[src/rtl/adcm_pkg.sv]
package adcm_pkg;

    localparam int RES_W  = 16;
    localparam int ACC_W  = 32;
    localparam int CNT_W  = 16;
    localparam int ADDR_W = 3;
    localparam int REG_W  = 32;

    typedef enum logic [ADDR_W-1:0] {
        A_CTRL   = 3'd0,
        A_LIMIT  = 3'd1,
        A_THRESH = 3'd2,
        A_CLEAR  = 3'd3,
        A_STATUS = 3'd4,
        A_ACC    = 3'd5,
        A_COUNT  = 3'd6
    } reg_addr_e;

    // bit 4 chop, bit 3 overrange enable, bit 2 threshold enable,
    // bit 1 count enable, bit 0 accumulate enable
    typedef struct packed {
        logic chop;
        logic ovr_en;
        logic thr_en;
        logic cnt_en;
        logic acc_en;
    } ctrl_t;

    // bit 3 accumulator overflow, bit 2 overrange, bit 1 threshold, bit 0 count
    typedef struct packed {
        logic acc_ovf;
        logic ovr;
        logic thr;
        logic cnt;
    } status_t;

    localparam int CTRL_W = $bits(ctrl_t);
    localparam int STAT_W = $bits(status_t);

    // number of leading results that the filter leaves unsettled
    function automatic logic [1:0] settle_discards(input logic chop);
        return chop ? 2'd1 : 2'd2;
    endfunction

endpackage

[src/rtl/adcm_settle.sv]
module adcm_settle
    import adcm_pkg::*;
(
    input  logic clk,
    input  logic rst,
    input  logic restart,
    input  logic in_valid,
    input  logic chop,
    output logic settled
);
    logic [1:0] seen_q;
    logic       ready;

    assign ready   = (seen_q >= settle_discards(chop));
    assign settled = in_valid && !restart && ready;

    always_ff @(posedge clk) begin
        if (rst || restart) begin
            seen_q <= '0;
        end else if (in_valid && !ready) begin
            seen_q <= seen_q + 2'd1;
        end
    end
endmodule

[src/rtl/adcm_accum.sv]
module adcm_accum #(
    parameter int RES_W = 16,
    parameter int ACC_W = 32
) (
    input  logic             clk,
    input  logic             rst,
    input  logic             clear,
    input  logic             add_en,
    input  logic [RES_W-1:0] res,
    output logic [ACC_W-1:0] acc,
    output logic             ovf
);
    localparam int EXT_W = ACC_W - RES_W;

    logic [ACC_W-1:0] acc_q;
    logic [ACC_W-1:0] base;
    logic [ACC_W-1:0] term;
    logic [ACC_W-1:0] sum;

    assign base = clear ? '0 : acc_q;
    assign term = {{EXT_W{res[RES_W-1]}}, res};
    assign sum  = base + term;
    assign ovf  = add_en && (base[ACC_W-1] == term[ACC_W-1])
                         && (sum[ACC_W-1] != base[ACC_W-1]);
    assign acc  = acc_q;

    always_ff @(posedge clk) begin
        if (rst) begin
            acc_q <= '0;
        end else begin
            acc_q <= add_en ? sum : base;
        end
    end
endmodule

[src/rtl/adcm_counter.sv]
module adcm_counter #(
    parameter int CNT_W = 16
) (
    input  logic             clk,
    input  logic             rst,
    input  logic             clear,
    input  logic             tick,
    input  logic [CNT_W-1:0] limit,
    output logic [CNT_W-1:0] count,
    output logic             hit
);
    logic [CNT_W-1:0] cnt_q;
    logic [CNT_W-1:0] base;
    logic [CNT_W:0]   nxt;

    assign base  = clear ? '0 : cnt_q;
    assign nxt   = {1'b0, base} + 1'b1;
    assign hit   = tick && (nxt == {1'b0, limit});
    assign count = cnt_q;

    always_ff @(posedge clk) begin
        if (rst) begin
            cnt_q <= '0;
        end else if (tick) begin
            cnt_q <= hit ? '0 : nxt[CNT_W-1:0];
        end else begin
            cnt_q <= base;
        end
    end
endmodule

[src/rtl/adcm_monitor.sv]
module adcm_monitor #(
    parameter int RES_W = 16
) (
    input  logic [RES_W-1:0] res,
    input  logic [RES_W-1:0] thresh,
    output logic             over_thr,
    output logic             full_scale
);
    localparam logic [RES_W-1:0] POS_FS = {1'b0, {(RES_W-1){1'b1}}};
    localparam logic [RES_W-1:0] NEG_FS = {1'b1, {(RES_W-1){1'b0}}};

    logic [RES_W:0] wide;
    logic [RES_W:0] mag;

    assign wide       = {res[RES_W-1], res};
    assign mag        = res[RES_W-1] ? (~wide + 1'b1) : wide;
    assign over_thr   = mag > {1'b0, thresh};
    assign full_scale = (res == POS_FS) || (res == NEG_FS);
endmodule

[src/rtl/adc_accum_mon.sv]
module adc_accum_mon
    import adcm_pkg::*;
#(
    parameter int DATA_W = adcm_pkg::RES_W,
    parameter int SUM_W  = adcm_pkg::ACC_W,
    parameter int PER_W  = adcm_pkg::CNT_W
) (
    input  logic                     clk,
    input  logic                     rst,
    input  logic                     res_valid,
    input  logic [DATA_W-1:0]        res_data,
    input  logic                     restart,
    input  logic                     reg_wr,
    input  logic [ADDR_W-1:0]        reg_addr,
    input  logic [REG_W-1:0]         reg_wdata,
    output logic [REG_W-1:0]         reg_rdata,
    output logic                     out_valid,
    output logic [DATA_W-1:0]        out_data,
    output logic                     irq_count,
    output logic                     irq_thresh,
    output logic                     irq_ovr
);
    ctrl_t             ctrl_q;
    status_t           status_q;
    status_t           status_set;
    status_t           status_w1c;
    logic [PER_W-1:0]  limit_q;
    logic [DATA_W-1:0] thresh_q;
    logic              out_valid_q;
    logic [DATA_W-1:0] out_data_q;

    logic              settled;
    logic              clear_hit;
    logic [SUM_W-1:0]  acc_val;
    logic              acc_ovf;
    logic [PER_W-1:0]  cnt_val;
    logic              cnt_hit;
    logic              over_thr;
    logic              full_scale;
    reg_addr_e         addr_e;

    assign addr_e    = reg_addr_e'(reg_addr);
    assign clear_hit = reg_wr && (addr_e == A_CLEAR) && reg_wdata[0];

    adcm_settle u_settle (
        .clk      (clk),
        .rst      (rst),
        .restart  (restart),
        .in_valid (res_valid),
        .chop     (ctrl_q.chop),
        .settled  (settled)
    );

    adcm_accum #(.RES_W(DATA_W), .ACC_W(SUM_W)) u_accum (
        .clk    (clk),
        .rst    (rst),
        .clear  (clear_hit),
        .add_en (settled && ctrl_q.acc_en),
        .res    (res_data),
        .acc    (acc_val),
        .ovf    (acc_ovf)
    );

    adcm_counter #(.CNT_W(PER_W)) u_count (
        .clk   (clk),
        .rst   (rst),
        .clear (clear_hit),
        .tick  (settled && ctrl_q.cnt_en),
        .limit (limit_q),
        .count (cnt_val),
        .hit   (cnt_hit)
    );

    adcm_monitor #(.RES_W(DATA_W)) u_mon (
        .res        (res_data),
        .thresh     (thresh_q),
        .over_thr   (over_thr),
        .full_scale (full_scale)
    );

    always_comb begin
        status_set.acc_ovf = acc_ovf;
        status_set.ovr     = res_valid && ctrl_q.ovr_en && full_scale;
        status_set.thr     = settled && ctrl_q.thr_en && over_thr;
        status_set.cnt     = cnt_hit;
        status_w1c         = (reg_wr && (addr_e == A_STATUS))
                             ? status_t'(reg_wdata[STAT_W-1:0]) : '0;
    end

    always_ff @(posedge clk) begin
        if (rst) begin
            ctrl_q      <= '0;
            limit_q     <= '0;
            thresh_q    <= '0;
            status_q    <= '0;
            out_valid_q <= 1'b0;
            out_data_q  <= '0;
        end else begin
            status_q    <= (status_q & ~status_w1c) | status_set;
            out_valid_q <= settled;
            if (settled) begin
                out_data_q <= res_data;
            end
            if (reg_wr) begin
                case (addr_e)
                    A_CTRL:   ctrl_q   <= ctrl_t'(reg_wdata[CTRL_W-1:0]);
                    A_LIMIT:  limit_q  <= reg_wdata[PER_W-1:0];
                    A_THRESH: thresh_q <= reg_wdata[DATA_W-1:0];
                    default:  ;
                endcase
            end
        end
    end

    always_comb begin
        reg_rdata = '0;
        case (addr_e)
            A_CTRL:   reg_rdata[CTRL_W-1:0] = ctrl_q;
            A_LIMIT:  reg_rdata[PER_W-1:0]  = limit_q;
            A_THRESH: reg_rdata[DATA_W-1:0] = thresh_q;
            A_STATUS: reg_rdata[STAT_W-1:0] = status_q;
            A_ACC:    reg_rdata[SUM_W-1:0]  = acc_val;
            A_COUNT:  reg_rdata[PER_W-1:0]  = cnt_val;
            default:  reg_rdata = '0;
        endcase
    end

    assign out_valid  = out_valid_q;
    assign out_data   = out_data_q;
    assign irq_count  = status_q.cnt;
    assign irq_thresh = status_q.thr;
    assign irq_ovr    = status_q.ovr;
endmodule

[config.mk]
export PLATFORM = sky130hd
export DESIGN_NAME = adc_accum_mon
export DESIGN_NICKNAME = d
export VERILOG_FILES = /design/src/rtl/adcm_pkg.sv /design/src/rtl/adcm_settle.sv /design/src/rtl/adcm_accum.sv /design/src/rtl/adcm_counter.sv /design/src/rtl/adcm_monitor.sv /design/src/rtl/adc_accum_mon.sv
export SDC_FILE = /design/constraint.sdc
export NUM_CORES = 1
export LEC_CHECK = 0
export BUFFER_PORTS_ARGS = -buffer_cell sky130_fd_sc_hd__buf_2
export CORE_ASPECT_RATIO = 2
export CORE_MARGIN = 4
export CORE_UTILIZATION = 59
export CTS_CLUSTER_SIZE = 14
export DETAILED_ROUTE_END_ITERATION = 8
export PLACE_DENSITY_LB_ADDON = 0.2
export SLEW_MARGIN = 40
export SYNTH_ARGS = -nofsm -noshare
export SYNTH_HDL_FRONTEND = slang
export SYNTH_HIERARCHICAL = 1
export SYNTH_SLANG_ARGS = --single-unit
[constraint.sdc]
create_clock -name clk -period 5.2 [get_ports clk]
set_clock_uncertainty 0.05 [all_clocks]
set_input_delay 1.04 -clock clk [delete_from_list [all_inputs] [get_ports clk]]
set_output_delay 1.04 -clock clk [all_outputs]
set_load 0.02 [all_outputs]
==> reports/qor.csv <==
stage,metric,value,unit
routing,Avg WL per Cell,19.0,um
clock_network,Setup Buffers After CTS,0,
routing,DR vias/cell,6.25,
sta,Max Freq,227,MHz
layout,nets,1195,
sta,Final Hold Violating Endpoints,0,
grt,pin count of the biggest net entering global routing,54,
worst_hold_path,Min-Delay Path Class,reg2reg,
grt,first-pass GRT wire length,39100,um
floorplanning,DIE AREA,0.0162,mm2
clock_network,deepest clock path buffer count,2,
layout,share of cells above drive strength 1,17.3,%
critical_path,Worst setup SP type,primary input,
clock_network,clk_lat worst skew,0.36,ns
yosys,Mean Syn Cell Area,8.07,um2
sta,Worst Hold Slack,0.413,ns
floorplanning,Core ar.,0.0139,mm2
sta,total negative setup slack,0,ns
floorplanning,I/O pins,108,
yosys,Synth Flop Type,dfxtp_1,
floorplanning,die height,176,um
power_and_ir_drop,peak supply drop,0.000140,V
sta,Tcrit/Tclk final,84.6,%
clock_network,"Reg clk slew, reported paths",0.09,ns
critical_path,"Max FO, Critical Path",26,
yosys,Ys Warns,6,
job,max-cap violation count,0,
routing,Routed Antenna Nets,0,
yosys,"Cell Area, Synth",0.00832,mm2
clock_network,Inserted Clock Buffers,9,
yosys,number of synthesized flops with an enable pin,0,
clock_network,H-tree levels,3,
yosys,"area leader, netlist",dfxtp_1,
grt,antenna violations before repair,0,
yosys,Syn Nets,1139,
clock_network,count of hold-fix buffers inserted at cts,0,
grt,GRT Total Usage,30.0,%
layout,Register Area,0.00216,mm2
yosys,cells after synthesis,1031,
placed_design,setup slack at placement,0.443,ns
routing,Post-Route WL,24400,um
yosys,Synth area leaders,"dfxtp_1 (26%), ha_1 (7.7%), mux2i_1 (6.4%)",
routing,first-pass iteration count of the detailed router,5,
grt,number of global-route vias before repair,8014,
sta,PnR worst setup slack,0.801,ns
placed_design,RD Place Congestion,0.930,
sta,crit path time final,4.40,ns
critical_path,WS Path Type,in2reg,
sta,Slew Limit Fails,0,
sta,final setup violation count,0,
clock_network,# clock sinks,108,
yosys,Yosys reg bits,108,
yosys,Post-synth ARST share,0,%
status,status,finished clean,
sta,Worst Max-Slew Pin Slew,0.808,ns
critical_path,Crit. End Element,flip-flop,
placed_design,post-DP HPWL,18300,um
grt,Overflow after GRT,0,
yosys,post-synthesis sequential area ratio,26.0,%
sta,RSZ-0062 raised after global routing,no,
floorplanning,Cell Rows,61,
clock_network,CTS tree,built,
sta,Slew Limit Headroom,45.8,%
yosys,Yosys cell types,93,
critical_path,critical path required time,5.40,ns
layout,synth-to-layout area growth,10.2,%
clock_network,Resized Gates After CTS,0,
floorplanning,Initial Util,59.9,%
placed_design,I/O Buffers,91,
layout,antenna cells,0,
power_and_ir_drop,pwr/cell area,200,mW/mm2
critical_path,CP arrival,4.60,ns
yosys,share of the synthesized area in the top cell type,26.0,%
routing,Initial DRC Count,294,
routing,drc violations,0,
routing,Vias,8010,
clock_network,root buf cell,clkbuf_16,
layout,Multi-input gate area,0.00574,mm2
critical_path,reg2reg setup slack,1.90,ns
power_and_ir_drop,leak pwr,3.78,nW
floorplanning,Die W,92.0,um
layout,FILL cells,1259,
[routing by layer]
layer	share of wire [%]	up-vias	global-route usage (%)	wire, um
li1	-	3841	-	-
met1	35	3789	30.1	8410
met2	55	286	56.8	13400
met3	4.0	94	3.03	973
met4	6.3	0	20.5	1540
met5	0	-	0	0
[cells by family after synthesis]
logic type,Yosys count,share of synthesized area [%]
AO/OA/AOI/OAI,249,20.5
XOR/XNOR,57,6.00
adder cells (fa/ha/maj),52,7.91
buffers and inverters,96,5.34
flip-flops,108,26.0
multiplexers,62,7.73
AND/OR/NAND/NOR,407,26.5
[cell usage in the layout, fill, tap and decap left out, drive strengths merged, types with 5 or more instances in the layout]
cell type	count
nand2b	13
xnor2	38
mux2i	53
o21a	5
nand2	122
a21o	23
a221oi	24
nor3	23
mux2	8
or4	5
o21ai	36
dfxtp	108
nor4	9
a31oi	10
and2	8
ha	51
o2bb2ai	8
xor2	19
a21oi	83
clkbuf	9
inv	35
a211oi	9
nand3	22
buf	109
nor2	84
o22ai	8
nor2b	45
o31ai	6
or2	5
and3	22
nand4	14
[final timing paths]
kind	start	to	cells after the start
setup / recovery	reg_addr[2]	u_accum/acc[30]	15
hold / removal	u_settle/seen_q[0]	u_settle/seen_q[0]	2
setup reg to reg	u_count/count[4]	irq_count	8
hold reg to reg	u_settle/seen_q[0]	u_settle/seen_q[0]	2
[flip-flops by register name, summed over array words and instances (netlist names), 2 cells and up]
name / flops
out_data: 16
ctrl_q: 5
u_accum/acc: 32
limit_q: 16
u_settle/seen_q: 2
thresh_q: 16
u_count/count: 16
[area by class of cell]
| cell class | instances | share of cell area, % |
|---|---|---|
| inverter | 32 | 1.31 |
| sequential | 108 | 23.6 |
| timing repair buffer | 109 | 6.47 |
| clock buffer | 9 | 2.46 |
| clock inverter | 7 | 0.969 |
| tap | 189 | 2.58 |
| multi-input combinational | 827 | 62.6 |
[worst max-delay path, stage by stage]
cell and delay [ns]:
buf_2 0.11, nor2b_1 0.22, and4_2 0.69, nor2b_1 0.15, ha_1 0.26, fa_1 0.42
a21o_1 0.24, a31oi_2 0.26, nor3_2 0.11, o21ai_2 0.21, a41o_1 0.29, o21ai_2 0.11
o311ai_2 0.24, xor2_1 0.17, o2bb2ai_1 0.07
[power by group]
group	switching (mW)	leakage [nW]	internal [mW]
Sequential	0.00977	0.871	0.835
Clock	0.373	0.152	0.348
Combinational	0.173	2.76	0.0966
[synthesized netlist by cell type, types with 10 or more instances]
| master | number |
|---|---|
| o21ai_0 | 23 |
| a21oi_2 | 11 |
| dfxtp_1 | 108 |
| nand2b_1 | 13 |
| xnor2_1 | 38 |
| nand3_1 | 22 |
| nor3_1 | 22 |
| a21oi_1 | 72 |
| inv_1 | 31 |
| nand2_1 | 112 |
| a221oi_1 | 24 |
| and3_1 | 22 |
| a21o_1 | 23 |
| clkbuf_1 | 27 |
| nor2_1 | 78 |
| nor2b_1 | 44 |
| xor2_1 | 19 |
| ha_1 | 51 |
| nand4_1 | 10 |
| nand2_2 | 10 |
| o21ai_1 | 11 |
| mux2i_1 | 53 |
| buf_2 | 19 |
[per-stage QoR]
step | power (mW) | std cells | utilization, % | instance area [um2]
global route | 1.91 | 1281 | 66.0 | 9170
finish | 1.83 | 1281 | 66.0 | 9170
global placement | 1.12 | 1265 | 63.7 | 8850
floorplan | 1.04 | 1031 | - | 8320
detailed placement | 1.13 | 1265 | 63.7 | 8850
CTS | 1.84 | 1281 | 66.0 | 9170
No activity file was read; power rests on OpenSTA's default activity.
